--- src/rtl/e3fa_pkg.sv ---
package e3fa_pkg;
  localparam int          FAS_W    = 10;
  localparam logic [9:0]  FAS_WORD = 10'b1111010000;

  localparam logic [1:0] ADDR_CTRL   = 2'd0;
  localparam logic [1:0] ADDR_STAT   = 2'd1;
  localparam logic [1:0] ADDR_CNT_HI = 2'd2;
  localparam logic [1:0] ADDR_CNT_LO = 2'd3;

  typedef enum logic [1:0] {
    ST_HUNT    = 2'd0,
    ST_CONFIRM = 2'd1,
    ST_LOCKED  = 2'd2
  } align_state_e;
endpackage

--- src/rtl/e3fa_fas_match.sv ---
module e3fa_fas_match
  import e3fa_pkg::*;
(
  input  logic clk_i,
  input  logic rst_ni,
  input  logic bit_i,
  output logic hit_o
);
  logic [FAS_W-2:0] hist_q;

  // hit reflects the window that ends with the bit presented this cycle
  assign hit_o = ({hist_q, bit_i} == FAS_WORD);

  always_ff @(posedge clk_i or negedge rst_ni) begin
    if (!rst_ni) hist_q <= '0;
    else         hist_q <= {hist_q[FAS_W-3:0], bit_i};
  end
endmodule

--- src/rtl/e3fa_align_fsm.sv ---
module e3fa_align_fsm
  import e3fa_pkg::*;
#(
  parameter int FRAME_BITS = 1536,
  parameter int BAD_LIMIT  = 4,
  parameter int LOF_FRAMES = 8
) (
  input  logic clk_i,
  input  logic rst_ni,
  input  logic hit_i,
  input  logic reframe_i,
  output logic oof_o,
  output logic lof_o,
  output logic fas_err_o
);
  localparam int POS_W     = $clog2(FRAME_BITS);
  localparam int BAD_W     = $clog2(BAD_LIMIT + 1);
  localparam int LOF_LIMIT = LOF_FRAMES * FRAME_BITS;
  localparam int LOF_W     = $clog2(LOF_LIMIT + 1);

  align_state_e     state_q;
  logic [POS_W-1:0] pos_q;
  logic [BAD_W-1:0] bad_q;
  logic [LOF_W-1:0] tmr_q;
  logic             frame_end;

  assign frame_end = (pos_q == POS_W'(FRAME_BITS - 1));
  assign fas_err_o = (state_q == ST_LOCKED) && frame_end && !hit_i;

  always_ff @(posedge clk_i or negedge rst_ni) begin
    if (!rst_ni) begin
      state_q <= ST_HUNT;
      pos_q   <= '0;
      bad_q   <= '0;
      tmr_q   <= '0;
      oof_o   <= 1'b0;
      lof_o   <= 1'b0;
    end else begin
      // loss-of-frame timer runs only while out of frame
      if (!oof_o) tmr_q <= '0;
      else if (!lof_o) begin
        if (tmr_q == LOF_W'(LOF_LIMIT - 1)) lof_o <= 1'b1;
        else                                tmr_q <= tmr_q + 1'b1;
      end

      pos_q <= frame_end ? '0 : pos_q + 1'b1;

      if (reframe_i) begin
        state_q <= ST_HUNT;
        bad_q   <= '0;
        oof_o   <= 1'b1;
      end else begin
        unique case (state_q)
          ST_HUNT: if (hit_i) begin
            state_q <= ST_CONFIRM;
            pos_q   <= '0;
          end
          ST_CONFIRM: if (frame_end) begin
            if (hit_i) begin
              state_q <= ST_LOCKED;
              bad_q   <= '0;
              oof_o   <= 1'b0;
              lof_o   <= 1'b0;
            end else begin
              state_q <= ST_HUNT;
            end
          end
          ST_LOCKED: if (frame_end) begin
            if (hit_i) bad_q <= '0;
            else if (bad_q == BAD_W'(BAD_LIMIT - 1)) begin
              state_q <= ST_HUNT;
              bad_q   <= '0;
              oof_o   <= 1'b1;
            end else begin
              bad_q <= bad_q + 1'b1;
            end
          end
          default: state_q <= ST_HUNT;
        endcase
      end
    end
  end
endmodule

--- src/rtl/e3fa_err_cnt.sv ---
module e3fa_err_cnt #(
  parameter int CNT_W = 16
) (
  input  logic        clk_i,
  input  logic        rst_ni,
  input  logic        inc_i,
  input  logic        rd_lo_i,
  output logic [15:0] cnt_o,
  output logic [7:0]  hi_o
);
  localparam logic [CNT_W-1:0] CNT_MAX = {CNT_W{1'b1}};

  logic [CNT_W-1:0] cnt_q;
  logic [7:0]       hi_q;

  assign cnt_o = 16'(cnt_q);
  assign hi_o  = hi_q;

  always_ff @(posedge clk_i or negedge rst_ni) begin
    if (!rst_ni) begin
      cnt_q <= '0;
      hi_q  <= '0;
    end else if (rd_lo_i) begin
      hi_q  <= cnt_o[15:8];
      cnt_q <= inc_i ? CNT_W'(1) : '0;
    end else if (inc_i && cnt_q != CNT_MAX) begin
      cnt_q <= cnt_q + 1'b1;
    end
  end
endmodule

--- src/rtl/e3_frame_align.sv ---
module e3_frame_align
  import e3fa_pkg::*;
#(
  parameter int FRAME_BITS = 1536,
  parameter int BAD_LIMIT  = 4,
  parameter int LOF_FRAMES = 8,
  parameter int CNT_W      = 16
) (
  input  logic       clk_i,
  input  logic       rst_ni,
  input  logic       rx_bit_i,
  input  logic       reg_we_i,
  input  logic       reg_re_i,
  input  logic [1:0] reg_addr_i,
  input  logic [7:0] reg_wdata_i,
  output logic [7:0] reg_rdata_o,
  output logic       oof_o,
  output logic       lof_o
);
  logic        hit;
  logic        reframe;
  logic        err_inc;
  logic        rd_lo;
  logic [15:0] err_cnt;
  logic [7:0]  err_hi;
  logic        unused_wdata;

  assign unused_wdata = ^reg_wdata_i[7:1];
  assign reframe = reg_we_i && (reg_addr_i == ADDR_CTRL) && reg_wdata_i[0];
  assign rd_lo   = reg_re_i && (reg_addr_i == ADDR_CNT_LO);

  e3fa_fas_match u_match (
    .clk_i (clk_i),
    .rst_ni(rst_ni),
    .bit_i (rx_bit_i),
    .hit_o (hit)
  );

  e3fa_align_fsm #(
    .FRAME_BITS(FRAME_BITS),
    .BAD_LIMIT (BAD_LIMIT),
    .LOF_FRAMES(LOF_FRAMES)
  ) u_fsm (
    .clk_i    (clk_i),
    .rst_ni   (rst_ni),
    .hit_i    (hit),
    .reframe_i(reframe),
    .oof_o    (oof_o),
    .lof_o    (lof_o),
    .fas_err_o(err_inc)
  );

  e3fa_err_cnt #(.CNT_W(CNT_W)) u_cnt (
    .clk_i  (clk_i),
    .rst_ni (rst_ni),
    .inc_i  (err_inc),
    .rd_lo_i(rd_lo),
    .cnt_o  (err_cnt),
    .hi_o   (err_hi)
  );

  always_comb begin
    unique case (reg_addr_i)
      ADDR_STAT:   reg_rdata_o = {1'b0, lof_o, oof_o, 5'b0};
      ADDR_CNT_HI: reg_rdata_o = err_hi;
      ADDR_CNT_LO: reg_rdata_o = err_cnt[7:0];
      default:     reg_rdata_o = 8'h00;
    endcase
  end
endmodule

--- config.mk ---
export PLATFORM = sky130hd
export DESIGN_NAME = e3_frame_align
export DESIGN_NICKNAME = d
export VERILOG_FILES = /design/src/rtl/e3fa_pkg.sv /design/src/rtl/e3fa_fas_match.sv /design/src/rtl/e3fa_align_fsm.sv /design/src/rtl/e3fa_err_cnt.sv /design/src/rtl/e3_frame_align.sv
export SDC_FILE = /design/constraint.sdc
export NUM_CORES = 1
export LEC_CHECK = 0
export ABC_AREA = 1
export ABC_CLOCK_PERIOD_IN_PS = 1800
export BUFFER_PORTS_ARGS = -buffer_cell sky130_fd_sc_hd__buf_2
export CORE_MARGIN = 5
export CORE_UTILIZATION = 40
export CTS_BUF_LIST = sky130_fd_sc_hd__clkbuf_4 sky130_fd_sc_hd__clkbuf_8
export CTS_CLUSTER_SIZE = 24
export DETAILED_ROUTE_END_ITERATION = 7
export PLACE_DENSITY = 0.63
export SLEW_MARGIN = 20
export SYNTH_ARGS = -nofsm -noshare
export SYNTH_HDL_FRONTEND = slang
export SYNTH_SLANG_ARGS = --single-unit
--- constraint.sdc ---
create_clock -name clk_i -period 1.8 [get_ports clk_i]
set_input_delay 0.09 -clock clk_i [delete_from_list [all_inputs] [get_ports clk_i]]
set_output_delay 0.09 -clock clk_i [all_outputs]
set_load 0.01 [all_outputs]
### Word-level counts from Yosys, hierarchy flattened

Index checks and enable logic that the tools add are counted.

| word-level totals | value |
|---|---|
| register bits | 65 |
| input bits | 15 |
| output and inout bits | 10 |
| logic and storage cells | 86 |

| operators by class | value |
|---|---|
| add/subtract/negate cells | 4 |
| mux-type cells | 40 |
| equal/unequal tests | 18 |
| reductions and logical operators | 15 |

Operators by type and width:

| cell | number |
|---|---|
| $mux W11 | 4 |
| $mux W14 | 3 |
| $mux W16 | 2 |
| $pmux W8 S3 | 1 |
| $mux W3 | 6 |
| $add A16 B1 Y16 const B | 1 |
| $ne A16 B16 Y1 const B | 1 |
| $add A14 B1 Y14 const B | 1 |
| $eq A14 B14 Y1 const B | 1 |
| $mux W1 | 14 |
| $mux W2 | 7 |
| $ne A3 B2 Y1 const B | 4 |
| $add A11 B1 Y11 const B | 1 |
| $eq A11 B11 Y1 const B | 1 |
| $eq A10 B10 Y1 const B | 1 |
| $eq A2 B2 Y1 const B | 3 |
| $logic_and A1 B1 Y1 | 6 |
| $ne A3 B3 Y1 const B | 2 |
| $pmux W2 S3 | 1 |
| $pmux W3 S2 | 1 |
| $reduce_and A6 Y1 | 1 |
| $reduce_and A5 Y1 | 1 |
| $eq A2 B1 Y1 const B | 2 |
| $logic_not A2 Y1 | 2 |
| 9 further kinds | 10 |

### Depth between registers and ports, before layout

Gate-level depths: netlist of run 1.

| logic depth | value |
|---|---|
| depth in word-level cells | 8 |
| depth in mapped cells | 11 |
| gate-level depth less buffers | 11 |

### Cells and area by module

A second synthesis of run 1 with hierarchy kept.

| second synthesis, totals | value |
|---|---|
| cells, all modules | 486 |
| area, all modules | 3,621.0 um^2 |

By module, submodules not included:

| module | area each (um^2) | seq. area each (um^2) | times used | cells each |
|---|---|---|---|---|
| e3fa_align_fsm | 1,816.7 | 800.8 | 1 | 234 |
| e3fa_err_cnt | 1,377.6 | 600.6 | 1 | 197 |
| e3fa_fas_match | 265.3 | 225.2 | 1 | 19 |
| e3_frame_align | 161.4 | 0.0 | 1 | 36 |

### Worst setup path before layout of run 1

OpenSTA, ideal clock, no wires.

| timing path | value |
|---|---|
| kind | register to register |
| start point | register u_cnt.cnt_q[0], in the netlist u_cnt.cnt_o[0] |
| end point | register u_cnt.cnt_q[5], in the netlist u_cnt.cnt_o[5] |
| arrival | 1.432 ns |
| path buffers | 1 |
| path slack | 0.251 ns |
| setup time | 0.117 ns |
| stages on the path, launching flop included | 10 |
| data required time | 1.683 ns |
| cells stage by stage | dfrtp_1 -> ha_1 -> nand3_2 -> nor3_4 -> nand3_2 -> nand3_4 -> nand2_4 -> buf_6 -> nand2_1 -> nand2_1 |

| on the way | value |
|---|---|
| cells in the longest elaborated chain, start to end | 3 |
| elaborated cells on any way between the ends | 6 |
| those cells by class | 1 x add/sub; 1 x eq/ne; 2 x mux; 2 x reduce/logical |

RTL lines:

| element | RTL line | text |
|---|---|---|
| start, declared | e3fa_err_cnt.sv:13 | `logic [CNT_W-1:0] cnt_q;` |
| start signal, assigned | e3fa_err_cnt.sv:25 | `cnt_q <= inc_i ? CNT_W'(1) : '0;` |
| start signal, assigned | e3fa_err_cnt.sv:27 | `cnt_q <= cnt_q + 1'b1;` |
| $add A16 B1 Y16 / $ne A16 B16 Y1 (equally long branches) | e3fa_err_cnt.sv:27, e3fa_err_cnt.sv:26 |  |
| $mux W16 / $logic_and A1 B1 Y1 (equally long branches) | e3fa_err_cnt.sv:26 | `end else if (inc_i && cnt_q != CNT_MAX) begin` |
| $mux W16 / $reduce_bool A2 Y1 (equally long branches) | n/a |  |

Parallel ways exist; a longest one is shown, timed or not. The select of a mux whose other input is x is not followed.
A chain may end at the register's enable or synchronous reset.

### Worst setup path after layout of run 1

| timing path | value |
|---|---|
| start point | register u_fsm.pos_q[0] |
| end point | register u_fsm.bad_q[0] |

| on the way | value |
|---|---|
| cells in the longest elaborated chain, start to end | 3 |
| elaborated cells on any way between the ends | 4 |
| those cells by class | 3 x eq/ne; 1 x reduce/logical |

RTL lines:

| element | RTL line | text |
|---|---|---|
| start, declared | e3fa_align_fsm.sv:22 | `logic [POS_W-1:0] pos_q;` |
| start signal, assigned | e3fa_align_fsm.sv:46 | `pos_q <= frame_end ? '0 : pos_q + 1'b1;` |
| $eq A11 B11 Y1 (*) | e3fa_align_fsm.sv:27 | `assign frame_end = (pos_q == POS_W'(FRAME_BITS - 1));` |
| $ne A3 B2 Y1 (no line) | n/a |  |
| $reduce_and A4 Y1 (no line) (*) | n/a |  |
| end signal, assigned | e3fa_align_fsm.sv:75 | `bad_q <= bad_q + 1'b1;` |
| end, declared | e3fa_align_fsm.sv:23 | `logic [BAD_W-1:0] bad_q;` |

Every way passes the cells marked *; elsewhere a longest branch is shown, timed or not.

==> results.yml, run 1 <==
timing:
  period_share: 0.8970
  clock_skew_ps: 11.27
  period_needed_ps: 1615
  setup_viol_count_final: 0
  slew_headroom: 0.6170
  fin_setup_tns_ps: 0
  hold_viol_final: 0
  fmax_ghz: 0.6193
  worst_pin_slew_ps: 572.4
  drv_slew: 0
  whs_ps: 121.4
die:
  dieWidth_um: 105.0
  initial_utilization: 0.4123
  die_h_um: 105.0
  design.core.area_sq_um: 8763
  ios: 25
  die_area_sq_um: 11030
  rows: 34
place:
  place_congestion: 0.8509
  io_buffers: 17
  dpl-instance-area_sq_um: 3892
  post-dp-hpwl_um: 5417
  placedCellCount: 611
layout:
  layout.nets: 536
  instances_no_fill: 630
  finalInstanceArea_sq_um: 4125
  layout-drive-gt1-share: 0.1360
  areaGrowthSynthToFinish_pct: 14.16
  diodes: 0
clock_network:
  cts.path.max_buffers: 2
  cts_buffers: 9
  numClockSinks: 65
  clkTransAtPathRegs_ps: 70
  h-tree-depth: 3
  cts_tree: "yes"
  clock_latency_ps: 340
  cts_root_buf: "clkbuf_8"
synth:
  syn_inst: 482
  ys_ff_latch: 65
  synth_top_family_by_area: "simple AND/OR/NAND/NOR gates"
  synthAdderAreaFrac: 0.01385
  synth_async_sr_flop_share: 1.000
  synth-edff-count: 0
  yosysUniqueCellTypes: 33
  synthFlopType: "dfrtp_1"
  synth_top_area_frac: 0.4501
  yosysTopAreaCell: "dfrtp_1"
  syn_nets: 501
  synthMuxAreaShare: 0
  synth_area_leaders: "dfrtp_1 (45%), nand2_1 (17%), nor2_1 (6.1%), nand3_1 (5.4%), inv_1 (4.3%)"
  yosys_warnings: 0
  yosys.area_share.simple: 0.4079
  syn_area_sq_um: 3613
  synth-compound-area-share: 0.03566
  ys_seq_area_frac: 0.4501
  synth_xor_area_frac: 0.03151
  synth.avg_cell_area_sq_um: 7.497
grt:
  grt_overflow_total: 0
  groute.usage.overall: 0.1429
  antenna_found_initial: 0
  grt_max_degree: 66
  grt_pass1_vias: 2863
  grt_pass1_wl_um: 13250
worst_hold_path:
  hp-class: "input pin to register"
power:
  p_switching_mw: 1.272
  power_frac_clock: 0.304
  netSwitchingFraction: 0.3312
  p_seq_frac: 0.475
  combPwrFrac: 0.221
  ir_drop_uv: 331.8
  intPower_mw: 2.567
  powerDensity_nw_per_um2: 930.6
  p_leak_nw: 2.026
routing:
  routedWlPerCell_um: 12.17
  num_vias: 3141
  antenna_left: 0
  drtIter0Drc: 155
  via_per_inst: 4.986
  wl_met1_um: 3823
  wl_met3_um: 279
  top_layer: "met4"
  drc: 0
  dr_wl_met2_um: 3452
  firstDrtPassIters: 4
  routed_wl_um: 7664
worst_setup_path:
  worstPathArrival_ps: 1840
  worst-path-max-fanout: 4
  cp-start-kind: "register"
  critPathRequiredTime_ps: 2030
  worstSetupPathType: "register to register"
  cp-end-kind: "register"
run:
  drv_cap: 0
run_status:
  status: "complete, no violations"
==> layout by cell type, fill, tap and decap left out, types with 5 or more instances in the layout <==
master	instances
nand3b_1	6
nor3_1	11
buf_2	17
dfrtp_1	65
clkbuf_8	10
xor2_1	9
inv_1	41
nor2_2	5
buf_4	13
o21ai_0	15
nand2_1	164
nor2_1	58
a21oi_1	6
nand3_1	39
nand4_1	19
==> synthesized netlist by cell type, types with 2 or more instances <==
library cell  count
nand3b_1          6
nand3_2           3
buf_2             2
nor2_2            5
inv_1            41
dfrtp_1          65
o21ai_0          15
nor3_1           11
nand2_2           3
nand4_1          19
nand3_1          39
xnor2_1           4
ha_1              4
buf_6             2
nand2_1         164
or2_2             2
nor2_1           59
xor2_1            9
a21oi_1           6
nor3b_1           4
nor2_4            3
nand2_4           2
clkbuf_1          4
==> cell type report <==
class / instances / area (sq um)
flip-flops and latches: 65 / 1627
clock inverters: 5 / 40.04
fillers: 857 / 4638
multi-input cells: 364 / 1774
inverters: 43 / 161.4
repair buffers: 34 / 242.7
well taps: 108 / 135.1
clock buffers: 11 / 145.1
==> metal layers <==
layer | vias to the layer above | track usage
met5 | - | 0
met4 | 0 | 0.05388
met3 | 10 | 0.02774
met2 | 54 | 0.2185
met1 | 1459 | 0.2004
li1 | 1618 | -
==> cells by family (layout without fill, tap and decap cells) <==
kind of cell / Yosys count / count (layout)
and+or+nand+nor: 323 / 323
DFF: 65 / 65
buffers and inverters: 53 / 93
AOI/OAI and AO/OA: 24 / 24
xor gates and xnor gates: 13 / 13
adders and majority gates: 4 / 4
==> registers in the layout, indices dropped and copies added, names as in the netlist <==
signal          cells
u_cnt.cnt_o        16
u_cnt.hi_o          8
u_fsm.bad_q         3
u_fsm.lof_o         1
u_fsm.oof_o         1
u_fsm.pos_q        11
u_fsm.state_q       2
u_fsm.tmr_q        14
u_match.hist_q      9
==> power by group through the flow <==
stage                     clock (mW)  sequential, mW  combinational [mW]
after floorplan                    0            1.82               0.577
after global placement             0            1.84               0.779
after detailed placement           0            1.85               0.810
after CTS                       1.19            1.82               0.818
after global routing            1.27            1.85               0.974
final                           1.17            1.82               0.850
==> through the flow <==
step / setup slack [ps] / utilization / total power, mW
finish: 185.4 / 0.4707 / 3.839
global route: -14.55 / 0.4707 / 4.098
CTS: 97.76 / 0.4676 / 3.831
detailed placement: 115.5 / 0.4442 / 2.658
global placement: 150.9 / 0.4442 / 2.617
floorplan: 250.9 / - / 2.396
==> final timing paths <==
check                                            start                           to  slack [ps]  depth (start not counted)
setup / recovery              u_fsm.pos_q[0]$_DFF_PN0_   u_fsm.bad_q[0]$_DFFE_PN0P_         190                         10
hold / removal                                reg_re_i    u_cnt.hi_o[1]$_DFFE_PN0P_         120                          4
setup reg to reg              u_fsm.pos_q[0]$_DFF_PN0_   u_fsm.bad_q[0]$_DFFE_PN0P_         190                         10
hold reg to reg            u_match.hist_q[1]$_DFF_PN0_  u_match.hist_q[2]$_DFF_PN0_         380                          0
max in group asynchronous                       rst_ni   u_fsm.bad_q[1]$_DFFE_PN0P_        1210                          3
min in group asynchronous                       rst_ni   u_fsm.tmr_q[3]$_DFFE_PN0P_         290                          3
==> worst max-delay path, stage by stage, from the launching register on <==
cell     delay (ps)
dfrtp_1         370
ha_1            180
nand2_1         110
nor2_4          140
nand3_2         140
nand2_1         130
nand2_1          90
nor2_2          140
nand2_1          90
nand2_1          70
nand2_1          50
==> what timing repair did <==
| item | CTS | global route |
|---|---|---|
| buffers inserted | 0 | 1 |
| setup endpoints to repair | 0 | 17 |
| resized for setup | 0 | 2 |
| hold buffers | 2 | 0 |
| endpoints found under the hold margin | 66 | 0 |
Power figures use the tool's default switching activity.
==> run 2: changes to the inputs <==
--- a/config.mk
+++ b/config.mk
@@ -8,12 +8,14 @@
 export ABC_AREA = 1
 export ABC_CLOCK_PERIOD_IN_PS = 1800
 export BUFFER_PORTS_ARGS = -buffer_cell sky130_fd_sc_hd__buf_2
+export CELL_PAD_IN_SITES_DETAIL_PLACEMENT = 1
+export CELL_PAD_IN_SITES_GLOBAL_PLACEMENT = 1
 export CORE_MARGIN = 5
 export CORE_UTILIZATION = 40
 export CTS_BUF_LIST = sky130_fd_sc_hd__clkbuf_4 sky130_fd_sc_hd__clkbuf_8
 export CTS_CLUSTER_SIZE = 24
 export DETAILED_ROUTE_END_ITERATION = 7
-export PLACE_DENSITY = 0.63
+export PLACE_DENSITY = 0.79
 export SLEW_MARGIN = 20
 export SYNTH_ARGS = -nofsm -noshare
 export SYNTH_HDL_FRONTEND = slang
==> run 2 against run 1 <==
  * Clock skew is 1.5 ps lower
  * Largest cell class unchanged
  * Die area did not move
  * First-iteration DRC count shrank 13%
  * Register-to-register slack got worse by 20 ps
  * Clock-buffer cell count is 2 lower
  * Global-route usage increased by 3.5 points
  * Utilization rose by 0.41 points
  * Routed wire length rose by 21%
  * Critical endpoint is now u_fsm.pos_q[2]$_DFF_PN0_
  * Worst setup slack got worse by 17 ps
  * Combinational power is 3.3% higher
==> results.yml, run 2 (synthesis gave the netlist of run 1 again) <==
worst_setup_path:
  cp.depth: 9
  worst-path-max-fanout: 9
  cpLargestDelayFamily: "simple AND/OR/NAND/NOR gates"
  r2r-start: "u_fsm.pos_q[0]$_DFF_PN0_"
  crit_buf_inv: 2
  max_stage_delay_ps: 380
  crit_start: "u_fsm.pos_q[0]$_DFF_PN0_"
  critPathRequiredTime_ps: 2020
  crit_top_cell: "nand2_1"
  cp-end-kind: "register"
  r2r_setup_slack_ps: 170
  worstPathArrival_ps: 1850
  worstSetupPathType: "register to register"
  cp-start-kind: "register"
  reg2reg_depth: 9
  r2r_end: "u_fsm.pos_q[2]$_DFF_PN0_"
  path_cells: "ha_1, nand2_1, nor2_2, buf_4, nand2_1, inv_1, nand4_1, nand2_1, nor3_1"
  cp_slowest_cell: "dfrtp_1"
power:
  ir_drop_uv: 678.8
  intPower_mw: 2.675
  p_leak_nw: 2.054
  combPwrFrac: 0.218
  powerDensity_nw_per_um2: 966.6
  p_seq_frac: 0.457
  p_switching_mw: 1.347
  netSwitchingFraction: 0.3350
  power_frac_clock: 0.325
clock_network:
  cts_tree: "yes"
  clkTransAtPathRegs_ps: 80
  clock_latency_ps: 350
  cts.path.max_buffers: 2
  cts_root_buf: "clkbuf_8"
  numClockSinks: 65
  cts_buffers: 9
  h-tree-depth: 3
timing:
  clock_skew_ps: 9.775
  slew_headroom: 0.6242
  fmax_ghz: 0.6129
  period_needed_ps: 1632
  worst_pin_slew_ps: 561.7
  drv_slew: 0
  setup_viol_count_final: 0
  hold_viol_final: 0
  fin_setup_tns_ps: 0
  rsz0062_at_grt: "no"
  period_share: 0.9065
worst_hold_path:
  hold_path_depth: 6
  worst_hold_path.endpoint: "u_cnt.cnt_o[13]$_DFFE_PN0P_"
  hp-start: "reg_re_i"
  hp-class: "input pin to register"
routing:
  num_vias: 3285
  wl_met3_um: 256
  drc: 0
  dr_wl_met2_um: 4377
  firstDrtPassIters: 4
  via_per_inst: 5.190
  routedWlPerCell_um: 14.64
  top_layer: "met4"
  drtIter0Drc: 135
  wl_met1_um: 4385
  routed_wl_um: 9269
  antenna_left: 0
layout:
  diodes: 0
  post-route-util: 0.4749
  layout_commonest_cell: "nand2_1"
  largest_reg_flops: 16
  areaGrowthSynthToFinish_pct: 15.17
  layout.nets: 539
  layout-drive-gt1-share: 0.1410
  final_cell_mix: "nand2_1 (164), dfrtp_1 (65), nor2_1 (58), inv_1 (41), nand3_1 (39)"
grt:
  grt_pass1_vias: 3469
  grt_overflow_total: 0
  grt_pass1_wl_um: 16330
  grt_max_degree: 66
  groute.usage.overall: 0.1780
  antenna_found_initial: 0
place:
  place_congestion: 0.8523
  io_buffers: 17
  post-dp-hpwl_um: 6703
die:
  design.core.area_sq_um: 8763
  die_h_um: 105.0
  dieWidth_um: 105.0
  rows: 34
  die_area_sq_um: 11030
  ios: 25
  initial_utilization: 0.4123
run:
  drv_cap: 0
run_status:
  status: "complete, no violations"
run 2: layout make-up:
cell class / count / area (sq um)
Clock buffer: 9 / 123.9
Clock inverter: 7 / 80.08
Fill cell: 1127 / 4602
Inverter: 43 / 161.4
Multi-Input combinational cell: 364 / 1769
Sequential cell: 65 / 1627
Tap cell: 108 / 135.1
Timing Repair Buffer: 37 / 265.3
run 2: worst reg2reg max path, cell delays in order, from the launching register on:
cell,delay (ps)
dfrtp_1,380
ha_1,180
nand2_1,80
nor2_2,120
buf_4,140
nand2_1,50
inv_1,90
nand4_1,110
nand2_1,280
nor3_1,80
run 2: worst max-delay path by stage:
stage / slack [ps] / end
after floorplan: 250 / u_cnt.cnt_o[5]$_DFFE_PN0P_
after global placement: 170 / u_fsm.tmr_q[10]$_DFFE_PN0P_
after detailed placement: 100 / u_fsm.tmr_q[8]$_DFFE_PN0P_
after CTS: 60 / u_fsm.tmr_q[0]$_DFFE_PN0P_
after global routing: 10 / u_fsm.tmr_q[4]$_DFFE_PN0P_
final: 170 / u_fsm.pos_q[2]$_DFF_PN0_
run 2: repair_timing:
action,in CTS,in global routing
setup endpoints to repair,0,20
endpoints found under the hold margin,66,0
setup buffers,0,2
resized for setup,0,1
hold buffers,2,0
run 2: metrics by stage:
step / hold slack [ps] / std cells / setup slack (ps) / area, sq um / power, mW
after detailed placement: 142.5 / 613 / 98.84 / 3908 / 2.713
after CTS: 195.3 / 631 / 63.48 / 4131 / 4.033
after global placement: 132.8 / 613 / 167.9 / 3908 / 2.655
after floorplan: -205.6 / 482 / 250.9 / 3613 / 2.396
after global routing: 246.2 / 633 / 13.77 / 4161 / 4.283
final: 199.6 / 633 / 168.3 / 4161 / 4.022
run 2: layer usage:
metal / global-route usage / vias to the layer above
li1: - / 1621
met1: 0.2357 / 1608
met2: 0.2887 / 35
met3: 0.02836 / 21
met4: 0.07580 / 0
met5: 0 / -
run 2: power by group through the flow:
stage	Clock, mW	Combinational [mW]	Sequential (mW)
final	1.31	0.878	1.84
after detailed placement	0	0.845	1.87
after global routing	1.41	1.00	1.87
after floorplan	0	0.577	1.82
after global placement	0	0.799	1.86
after CTS	1.34	0.854	1.84
==> run 3: changes to the inputs <==
--- a/config.mk
+++ b/config.mk
@@ -7,7 +7,6 @@
 export LEC_CHECK = 0
 export ABC_AREA = 1
 export ABC_CLOCK_PERIOD_IN_PS = 1800
-export BUFFER_PORTS_ARGS = -buffer_cell sky130_fd_sc_hd__buf_2
 export CELL_PAD_IN_SITES_DETAIL_PLACEMENT = 1
 export CELL_PAD_IN_SITES_GLOBAL_PLACEMENT = 1
 export CORE_MARGIN = 5
@@ -15,7 +14,8 @@
 export CTS_BUF_LIST = sky130_fd_sc_hd__clkbuf_4 sky130_fd_sc_hd__clkbuf_8
 export CTS_CLUSTER_SIZE = 24
 export DETAILED_ROUTE_END_ITERATION = 7
-export PLACE_DENSITY = 0.79
+export DONT_BUFFER_PORTS = 1
+export PLACE_DENSITY = 0.75
 export SLEW_MARGIN = 20
 export SYNTH_ARGS = -nofsm -noshare
 export SYNTH_HDL_FRONTEND = slang
==> run 3 against run 2 <==
  * Non-clock buffer count fell by 11
  * Via count down 0.85%
  * Worst hold slack got worse by 120 ps
  * Critical path depth unchanged
  * Sequential power barely moved
  * Clock skew about the same
  * Maximum frequency down 3.2%
  * Cell count is 1.7% lower
==> results.yml, run 3 (synthesis gave the netlist of run 1 again) <==
power:
  powerDensity_nw_per_um2: 1022
  ir_drop_uv: 472.4
  fin_total_pwr_mw: 4.283
  p_leak_nw: 2.033
worst_setup_path:
  cp-end-kind: "register"
  crit_top_cell: "nand2_1"
  crit_buf_inv: 1
  cp_slowest_cell: "dfrtp_1"
  crit_start: "u_fsm.pos_q[1]$_DFF_PN0_"
  cpLargestDelayFamily: "simple AND/OR/NAND/NOR gates"
  r2r_setup_slack_ps: 110
  worstPathArrival_ps: 1910
  reg2reg_depth: 9
  cp-start-kind: "register"
  r2r_end: "u_cnt.cnt_o[11]$_DFFE_PN0P_"
  critPathCapture: "u_cnt.cnt_o[11]$_DFFE_PN0P_"
  worst-path-max-fanout: 6
  r2r-start: "u_fsm.pos_q[1]$_DFF_PN0_"
  cp.depth: 9
  worstSetupPathType: "register to register"
  critPathRequiredTime_ps: 2020
  path_cells: "ha_1, nand2_1, nor2_2, nand3_2, nor2_4, nand3_4, buf_4, nand3_1, nand2_1"
  max_stage_delay_ps: 360
die:
  design.core.area_sq_um: 8763
  rows: 34
  dieWidth_um: 105.0
  die_h_um: 105.0
  initial_utilization: 0.4123
  ios: 25
  die_area_sq_um: 11030
routing:
  num_vias: 3257
  drc: 0
  routed_wl_um: 9654
  via_per_inst: 5.236
  firstDrtPassIters: 6
  routedWlPerCell_um: 15.52
  drtIter0Drc: 99
  antenna_left: 0
clock_network:
  h-tree-depth: 3
  cts_tree: "yes"
  clkTransAtPathRegs_ps: 70
  numClockSinks: 65
  cts_root_buf: "clkbuf_8"
  clock_latency_ps: 340
  cts_buffers: 9
  cts.path.max_buffers: 2
timing:
  worst_pin_slew_ps: 439.3
  setup_viol_count_final: 0
  rsz0062_at_grt: "no"
  fin_setup_tns_ps: 0
  drv_slew: 0
  slew_headroom: 0.7040
  whs_ps: 84.53
  hold_viol_final: 0
  period_needed_ps: 1686
  period_share: 0.9364
  clock_skew_ps: 9.837
  fmax_ghz: 0.5933
grt:
  grt_pass1_wl_um: 16910
  grt_overflow_total: 0
  grt_pass1_vias: 3499
  groute.usage.overall: 0.1855
  grt_max_degree: 66
  antenna_found_initial: 0
place:
  post-dp-hpwl_um: 6874
  place_congestion: 0.8200
  io_buffers: 0
worst_hold_path:
  hp-class: "input pin to register"
layout:
  areaGrowthSynthToFinish_pct: 16.00
  diodes: 0
  final_cell_mix: "nand2_1 (163), dfrtp_1 (65), nor2_1 (59), inv_1 (41), nand3_1 (39)"
  layout_commonest_cell: "nand2_1"
  nFillCells: 1123
  layout-drive-gt1-share: 0.1226
  largest_reg_flops: 16
  layout.nets: 528
run_status:
  status: "complete, no violations"
run:
  drv_cap: 0
[run 3: routing by layer]
metal | global-route usage | vias up | part of all wire
met5 | 0 | - | 0
met4 | 0.05936 | 0 | 0.015
met3 | 0.03083 | 14 | 0.022
met2 | 0.3237 | 38 | 0.51
met1 | 0.2334 | 1611 | 0.45
li1 | - | 1594 | -
[run 3: worst min path at each step]
| stage | start | end | slack, ps | depth (start not counted) |
|---|---|---|---|---|
| finish | reg_re_i | u_cnt.hi_o[4]$_DFFE_PN0P_ | 80 | 4 |
| global route | reg_re_i | u_cnt.hi_o[4]$_DFFE_PN0P_ | 130 | 4 |
| CTS | reg_re_i | u_cnt.hi_o[4]$_DFFE_PN0P_ | 80 | 4 |
| detailed placement | rst_ni | u_fsm.pos_q[6]$_DFF_PN0_ | -200 | 0 |
| global placement | rst_ni | u_fsm.pos_q[6]$_DFF_PN0_ | -200 | 0 |
| floorplan | rst_ni | u_cnt.cnt_o[0]$_DFFE_PN0P_ | -210 | 0 |
[run 3: worst register-to-register path, cell delays in order, from the launching register on]
cell and delay [ps]:
dfrtp_1 360, ha_1 170, nand2_1 90, nor2_2 130, nand3_2 150, nor2_4 190
nand3_4 160, buf_4 210, nand3_1 70, nand2_1 60
[run 3: what timing repair did]
item	CTS	global route
buffers inserted	0	4
hold buffers	3	0
gates resized for setup	0	3
endpoints found under the setup margin	0	23
hold endpoints to repair	66	0
[run 3: cell type report]
| class | count | area (sq um) | area share |
|---|---|---|---|
| flip-flops and latches | 65 | 1627 | 0.3881 |
| inverters | 43 | 161.4 | 0.03851 |
| clock buffers | 10 | 137.6 | 0.03284 |
| multi-input cells | 364 | 1783 | 0.4254 |
| well taps | 108 | 135.1 | 0.03224 |
| repair buffers | 26 | 232.7 | 0.05552 |
| clock inverters | 6 | 115.1 | 0.02746 |
[run 3: per-stage QoR]
step	area, sq um	utilization	worst slack, ps	std cells
CTS	4145	0.4730	58.52	618
detailed placement	3845	0.4387	74.94	599
global placement	3845	0.4387	167.1	599
floorplan	3613	-	250.9	482
finish	4192	0.4783	114.4	622
global route	4192	0.4783	9.991	622
[run 3: report_power, final]
| part | total [mW] | switching (mW) | internal (mW) |
|---|---|---|---|
| clock | 1.57 | 0.610 | 0.963 |
| combinational | 0.865 | 0.508 | 0.358 |
| sequential | 1.84 | 0.192 | 1.65 |
